--- src/rtl/tick_timer_pkg.sv ---
package tick_timer_pkg;
    localparam logic [7:0] OFS_CTRL = 8'h00;
    localparam logic [7:0] OFS_DIV  = 8'h04;
    localparam logic [7:0] OFS_STAT = 8'h08;
    localparam logic [7:0] OFS_IEN  = 8'h0C;
    localparam logic [7:0] OFS_CMP  = 8'h10;
    localparam logic [7:0] OFS_CNT  = 8'h24;

    localparam int B_EN    = 0;
    localparam int B_SRC   = 1;
    localparam int B_FRUN  = 4;
    localparam int B_MODES = 5;
    localparam int B_FAST  = 8;
    localparam int B_SWR   = 15;

    typedef enum logic [2:0] {
        SRC_OFF     = 3'd0,
        SRC_PERIPH  = 3'd1,
        SRC_PERI_HI = 3'd2,
        SRC_EXT     = 3'd3,
        SRC_SLOW    = 3'd4,
        SRC_FAST    = 3'd5
    } src_e;
endpackage

--- src/rtl/tmr_divider.sv ---
module tmr_divider #(
    parameter int PSC_W = 12
) (
    input  logic             clk,
    input  logic             rst_n,
    input  logic             run,
    input  logic             src_tick,
    input  logic [PSC_W-1:0] ratio_m1,
    output logic             tick
);
    logic [PSC_W-1:0] phase_d, phase_q;

    always_comb begin
        tick    = run && src_tick && (phase_q >= ratio_m1);
        phase_d = phase_q;
        if (!run)          phase_d = '0;
        else if (tick)     phase_d = '0;
        else if (src_tick) phase_d = phase_q + 1'b1;
    end

    always_ff @(posedge clk or negedge rst_n) begin
        if (!rst_n) phase_q <= '0;
        else        phase_q <= phase_d;
    end
endmodule

--- src/rtl/tmr_cmp_flag.sv ---
module tmr_cmp_flag #(
    parameter int CNT_W = 32
) (
    input  logic             clk,
    input  logic             rst_n,
    input  logic             tick,
    input  logic [CNT_W-1:0] cnt_next,
    input  logic [CNT_W-1:0] cmp_val,
    input  logic             clr,
    input  logic             wipe,
    output logic             flag
);
    logic flag_d, flag_q;

    always_comb begin
        flag_d = flag_q;
        if (wipe)                               flag_d = 1'b0;
        else if (tick && (cnt_next == cmp_val)) flag_d = 1'b1;
        else if (clr)                           flag_d = 1'b0;
    end

    always_ff @(posedge clk or negedge rst_n) begin
        if (!rst_n) flag_q <= 1'b0;
        else        flag_q <= flag_d;
    end

    assign flag = flag_q;
endmodule

--- src/rtl/tick_timer.sv ---
module tick_timer
    import tick_timer_pkg::*;
#(
    parameter int CNT_W      = 32,
    parameter int PSC_W      = 12,
    parameter int NCH        = 3,
    parameter int SWR_CYCLES = 4
) (
    input  logic        clk,
    input  logic        rst_n,
    input  logic        bus_sel,
    input  logic        bus_wr,
    input  logic [7:0]  bus_addr,
    input  logic [31:0] bus_wdata,
    output logic [31:0] bus_rdata,
    input  logic        ce_periph,
    input  logic        ce_periph_hi,
    input  logic        ce_ext,
    input  logic        ce_slow,
    input  logic        ce_fast,
    output logic        irq
);
    localparam int RW = $clog2(SWR_CYCLES + 1);

    typedef struct packed {
        logic                       en;
        logic [2:0]                 src;
        logic                       frun;
        logic [2:0]                 modes;
        logic                       fast_en;
        logic [PSC_W-1:0]           psc;
        logic [NCH-1:0]             ie;
        logic [NCH-1:0][CNT_W-1:0]  cmp;
        logic [CNT_W-1:0]           cnt;
        logic [RW-1:0]              rst_cnt;
    } st_t;

    st_t st_d, st_q;

    logic             busy, wen, wipe, src_tick, tick;
    logic [CNT_W-1:0] cnt_next;
    logic [NCH-1:0]   flags, clr;

    always_comb begin
        busy     = (st_q.rst_cnt != '0);
        wipe     = (st_q.rst_cnt == RW'(1));
        wen      = bus_sel && bus_wr && !busy;
        cnt_next = st_q.cnt + 1'b1;
        unique case (src_e'(st_q.src))
            SRC_PERIPH:  src_tick = ce_periph;
            SRC_PERI_HI: src_tick = ce_periph_hi;
            SRC_EXT:     src_tick = ce_ext;
            SRC_SLOW:    src_tick = ce_slow;
            SRC_FAST:    src_tick = ce_fast && st_q.fast_en;
            default:     src_tick = 1'b0;
        endcase
        clr = (wen && bus_addr == OFS_STAT) ? bus_wdata[NCH-1:0] : '0;
    end

    tmr_divider #(.PSC_W(PSC_W)) u_div (
        .clk      (clk),
        .rst_n    (rst_n),
        .run      (st_q.en && !busy),
        .src_tick (src_tick),
        .ratio_m1 (st_q.psc),
        .tick     (tick)
    );

    for (genvar g = 0; g < NCH; g++) begin : g_ch
        tmr_cmp_flag #(.CNT_W(CNT_W)) u_flag (
            .clk      (clk),
            .rst_n    (rst_n),
            .tick     (tick),
            .cnt_next (cnt_next),
            .cmp_val  (st_q.cmp[g]),
            .clr      (clr[g]),
            .wipe     (wipe),
            .flag     (flags[g])
        );
    end

    always_comb begin
        st_d = st_q;
        if (tick) st_d.cnt = cnt_next;
        if (wen) begin
            if (bus_addr == OFS_CTRL) begin
                st_d.en      = bus_wdata[B_EN];
                st_d.src     = bus_wdata[B_SRC +: 3];
                st_d.frun    = bus_wdata[B_FRUN];
                st_d.modes   = bus_wdata[B_MODES +: 3];
                st_d.fast_en = bus_wdata[B_FAST];
                if (bus_wdata[B_SWR]) st_d.rst_cnt = RW'(SWR_CYCLES);
            end
            if (bus_addr == OFS_DIV) st_d.psc = bus_wdata[PSC_W-1:0];
            if (bus_addr == OFS_IEN) st_d.ie  = bus_wdata[NCH-1:0];
            for (int i = 0; i < NCH; i++) begin
                if (bus_addr == 8'(OFS_CMP + 8'(4 * i)))
                    st_d.cmp[i] = bus_wdata[CNT_W-1:0];
            end
        end
        if (wipe) begin
            st_d       = '0;
            st_d.src   = st_q.src;
            st_d.modes = st_q.modes;
        end else if (busy) begin
            st_d.rst_cnt = st_q.rst_cnt - 1'b1;
        end
    end

    always_ff @(posedge clk or negedge rst_n) begin
        if (!rst_n) st_q <= '0;
        else        st_q <= st_d;
    end

    always_comb begin
        bus_rdata = '0;
        unique case (bus_addr)
            OFS_CTRL: begin
                bus_rdata[B_EN]        = st_q.en;
                bus_rdata[B_SRC +: 3]  = st_q.src;
                bus_rdata[B_FRUN]      = st_q.frun;
                bus_rdata[B_MODES +: 3] = st_q.modes;
                bus_rdata[B_FAST]      = st_q.fast_en;
                bus_rdata[B_SWR]       = busy;
            end
            OFS_DIV:  bus_rdata = 32'(st_q.psc);
            OFS_STAT: bus_rdata = 32'(flags);
            OFS_IEN:  bus_rdata = 32'(st_q.ie);
            OFS_CNT:  bus_rdata = 32'(st_q.cnt);
            default: begin
                for (int i = 0; i < NCH; i++) begin
                    if (bus_addr == 8'(OFS_CMP + 8'(4 * i)))
                        bus_rdata = 32'(st_q.cmp[i]);
                end
            end
        endcase
    end

    assign irq = |(flags & st_q.ie);
endmodule

--- config.mk ---
export PLATFORM = sky130hd
export DESIGN_NAME = tick_timer
export DESIGN_NICKNAME = d
export VERILOG_FILES = /design/src/rtl/tick_timer_pkg.sv /design/src/rtl/tmr_divider.sv /design/src/rtl/tmr_cmp_flag.sv /design/src/rtl/tick_timer.sv
export SDC_FILE = /design/constraint.sdc
export NUM_CORES = 1
export LEC_CHECK = 0
export BUFFER_PORTS_ARGS = -buffer_cell sky130_fd_sc_hd__buf_2
export CAP_MARGIN = 20
export CORE_MARGIN = 2
export CORE_UTILIZATION = 30
export DETAILED_ROUTE_END_ITERATION = 10
export GPL_TIMING_DRIVEN = 0
export PLACE_DENSITY = 0.53
export SLEW_MARGIN = 40
export SYNTH_ARGS = -nofsm -noshare
export SYNTH_HDL_FRONTEND = slang
export SYNTH_SLANG_ARGS = --single-unit
--- constraint.sdc ---
create_clock -name clk -period 5.7 [get_ports clk]
set_clock_uncertainty 0.05 [all_clocks]
set_input_delay 1.14 -clock clk [delete_from_list [all_inputs] [get_ports clk]]
set_output_delay 1.14 -clock clk [all_outputs]
set_load 0.01 [all_outputs]
==> run_results.csv <==
group,metric,value,unit
run_status,status,"complete, no violations",
detailed_routing,finalWirelength,47.6,mm
worst_setup_path,r2r_cells,9,
synthesis,ys_types,65,
clocking,cts_max_path_buffers,2,
timing,whs,0.477,ns
synthesis,synth_edf_count,0,
timing,worst_pin_slew,0.849,ns
global_routing,grt-busiest-layer,"met2",
floorplan,ioPinCount,82,
synthesis,synth_nets,1424,
detailed_routing,ant_nets,0,
power_and_ir_drop,power_frac_clock,32.6,%
timing,finalCritPeriodShare,85.3,%
power_and_ir_drop,power.share.sequential,38.7,%
synthesis,synth_area,11100,µm²
global_routing,grt_max_degree,65,
finish,drive_gt1_share,10.9,%
power_and_ir_drop,pwr_density_cell,314,nW/µm²
floorplan,start_util,30.4,%
clocking,cts_resized,0,
detailed_routing,via_per_inst,5.80,
clocking,cts_root_buf,"clkbuf_16",
timing,drv_slew,0,
power_and_ir_drop,power_switching,1610,µW
finish,seqCellArea,4250,µm²
finish,nNetsFinal,1526,
placement,place.gp.congestion,0.974,
clocking,holdBufCountCts,0,
worst_setup_path,path_cells,"clkbuf_1 > nand2_1 > nor2_1 > clkbuf_2 > a221oi_1 > a22oi_1 > buf_2",
global_routing,grt_use_total,24.8,%
global_routing,grt_pass1_vias,10500,
synthesis,synth_compound_area_share,20.1,%
floorplan,die_h,197,µm
worst_hold_path,holdPathStages,2,
worst_setup_path,cpPeakStageDelay,0.62,ns
synthesis,ys_ff_latch,170,
detailed_routing,dr.first_iter.drc_count,1248,
synthesis,synth_top_flop_cell,"dfrtp_1",
timing,slew_headroom,43.4,%
synthesis,postSynthCellCount,1360,
synthesis,synth_warnings,0,
finish,antenna_cells,0,
power_and_ir_drop,combPwrFrac,28.7,%
global_routing,antenna_found_initial,0,
power_and_ir_drop,p_leak,0.00521,µW
finish,fin_util,35.2,%
placement,port_buffers,80,
global_routing,use_met3,4.26,%
timing,rsz0062_at_grt,"false",
worst_setup_path,slowest_stage,"nor2_1",
detailed_routing,firstDrtPassIters,6,
floorplan,rows,70,
floorplan,dieArea,38700,µm²
finish,fill_cells,3889,
finish,multi_input_area,6460,µm²
global_routing,grtUsageMet2,37.7,%
global_routing,grt_pass1_wl,70.8,mm
power_and_ir_drop,switching_share,39.8,%
synthesis,synth-simple-area-share,23.2,%
worst_setup_path,criticalPathCategory,"in2out",
synthesis,syn_avg_cell_area,8.19,µm²
timing,finalHoldViolCount,0,
flow_run,drv_cap,0,
power_and_ir_drop,power.internal,2440,µW
synthesis,synth_top_family_by_area,"simple AND/OR/NAND/NOR gates",
global_routing,gr-usage-met1,35.6,%
global_routing,grt-ovfl-total,0,
synthesis,async_reset_ff_share,100,%
timing,setup_viol,0,
detailed_routing,drc_errors,0,
worst_setup_path,critPathLaunchType,"input port",
finish,syn_to_final_growth,15.9,%
clocking,tritoncts,"yes",
worst_setup_path,crit_fanout,10,
clocking,cts.reportedPaths.clkPinSlew,0.07,ns
clocking,clk_latency,0.46,ns
floorplan,coreArea,36600,µm²
clocking,cts.sinks,170,
detailed_routing,post_drt_wl_per_cell,24.5,µm
power_and_ir_drop,peakVddDrop,215,µV
clocking,cts_setup_buffers,0,
worst_setup_path,required,4.51,ns
synthesis,synth_xor_area_share,8.50,%
clocking,cts_buffers,17,
floorplan,fp.dieW,197,µm
synthesis,ys_seq_area_share,38.2,%
timing,fmax,206,MHz
timing,post-route-min-period,4.86,ns
synthesis,synth.area.mux_share,4.05,%
timing,fin_tns_setup,0,ns
worst_hold_path,hp-class,"reg2reg",
detailed_routing,vias,11300,
worst_setup_path,end_kind,"primary output",
worst_setup_path,critPathArrivalTime,3.67,ns
synthesis,yosys.area_share.adder,1.69,%
clocking,htree_levels,4,
placement,dp_hpwl,36.2,mm
==> flip-flops by register name, summed over array words and instances, names as in the netlist <==
signal and count:
u_div.phase_q 12, g_ch.u_flag.flag 3, st_q 155
==> cells by family (layout without fill, tap and decap cells) <==
family | after synthesis | in the layout
AOI/OAI and AO/OA | 361 | 361
buffers and inverters | 124 | 239
xor gates and xnor gates | 108 | 108
and+or+nand+nor | 538 | 538
muxes | 44 | 44
adders and majority gates | 15 | 15
DFF | 170 | 170
==> cell usage after synthesis (6+ instances only) <==
cell type	n	area, µm²
or4_1	8	60.1
mux2_2	8	90.1
a21oi_1	66	330
nand3_1	52	260
dfrtp_1	170	4250
xor2_1	40	350
a222oi_1	7	70.1
xnor2_1	68	596
o311ai_0	8	70.1
inv_1	27	101
o221ai_1	13	114
clkbuf_1	83	312
o211ai_1	6	45.0
nor3_1	34	170
or3_1	29	181
nand2_1	225	845
nor2_1	76	285
nor3b_1	15	113
nand2b_1	16	100
nand4_1	25	156
ha_1	15	188
o21ai_0	181	906
nand3b_1	9	67.6
mux2i_1	36	360
a221o_1	14	140
and3_1	15	93.8
a221oi_1	8	70.1
nor4_1	14	87.6
buf_1	7	26.3
==> path summary, 6_finish.rpt <==
check	startpoint	end	slack, ns
max	bus_addr[2]	bus_rdata[11]	0.84
min	st_q[144]$_DFFE_PN0P_	st_q[144]$_DFFE_PN0P_	0.48
max reg2reg	st_q[13]$_DFFE_PN0P_	g_ch[0].u_flag.flag$_DFFE_PN0P_	1.39
min reg2reg	st_q[144]$_DFFE_PN0P_	st_q[144]$_DFFE_PN0P_	0.48
max in group asynchronous	rst_n	u_div.phase_q[8]$_DFFE_PN0P_	4.06
min in group asynchronous	rst_n	st_q[86]$_DFFE_PN0P_	0.52
==> per-stage QoR <==
stage / worst slack, ns / instances / power [µW] / area (µm²)
after floorplan: 1.85 / 1360 / 2150 / 11100
final: 0.835 / 1943 / 4050 / 12900
after detailed placement: 0.878 / 1910 / 2720 / 12200
after CTS: 0.870 / 1942 / 4040 / 12900
after global routing: 0.761 / 1943 / 4220 / 12900
after global placement: 0.500 / 1908 / 2710 / 12100
==> layout by cell type, fill, tap and decap left out, drive strengths merged, types with 25 or more instances in the layout <==
cell / Yosys / final
nand2: 225 / 225
o21ai: 181 / 181
dfrtp: 170 / 170
clkbuf: 83 / 104
buf: 14 / 95
nor2: 76 / 76
xnor2: 68 / 68
a21oi: 66 / 66
nand3: 52 / 52
xor2: 40 / 40
mux2i: 36 / 36
nor3: 35 / 35
inv: 27 / 32
or3: 29 / 29
nand4: 25 / 25
==> layer usage <==
layer / share of wire [%] / wire length, µm
met5: 0 / 0
met4: 2.9 / 1380
met3: 7.5 / 3560
met2: 44 / 21000
met1: 45 / 21600
==> power by group through the flow <==
| stage | combinational (µW) | sequential (µW) | clock, µW |
|---|---|---|---|
| after global routing | 1250 | 1580 | 1380 |
| after CTS | 1150 | 1560 | 1330 |
| final | 1160 | 1570 | 1320 |
| after floorplan | 654 | 1490 | 0 |
| after global placement | 1130 | 1580 | 0 |
| after detailed placement | 1140 | 1580 | 0 |
==> critical path, delay by kind of cell <==
kind | cells | cell delay [ns]
AOI/OAI and AO/OA | 2 | 0.55
buffers and inverters | 3 | 1.17
and+or+nand+nor | 2 | 0.79
==> area by class of cell <==
cell class	instances	share of cell area [%]
inverter	27	0.785
tap	468	4.54
buffer	97	3.03
sequential	170	33.0
timing repair buffer	83	3.66
clock buffer	19	3.51
multi-input combinational	1066	50.1
clock inverter	13	1.44
Power figures use the tool's default switching activity.
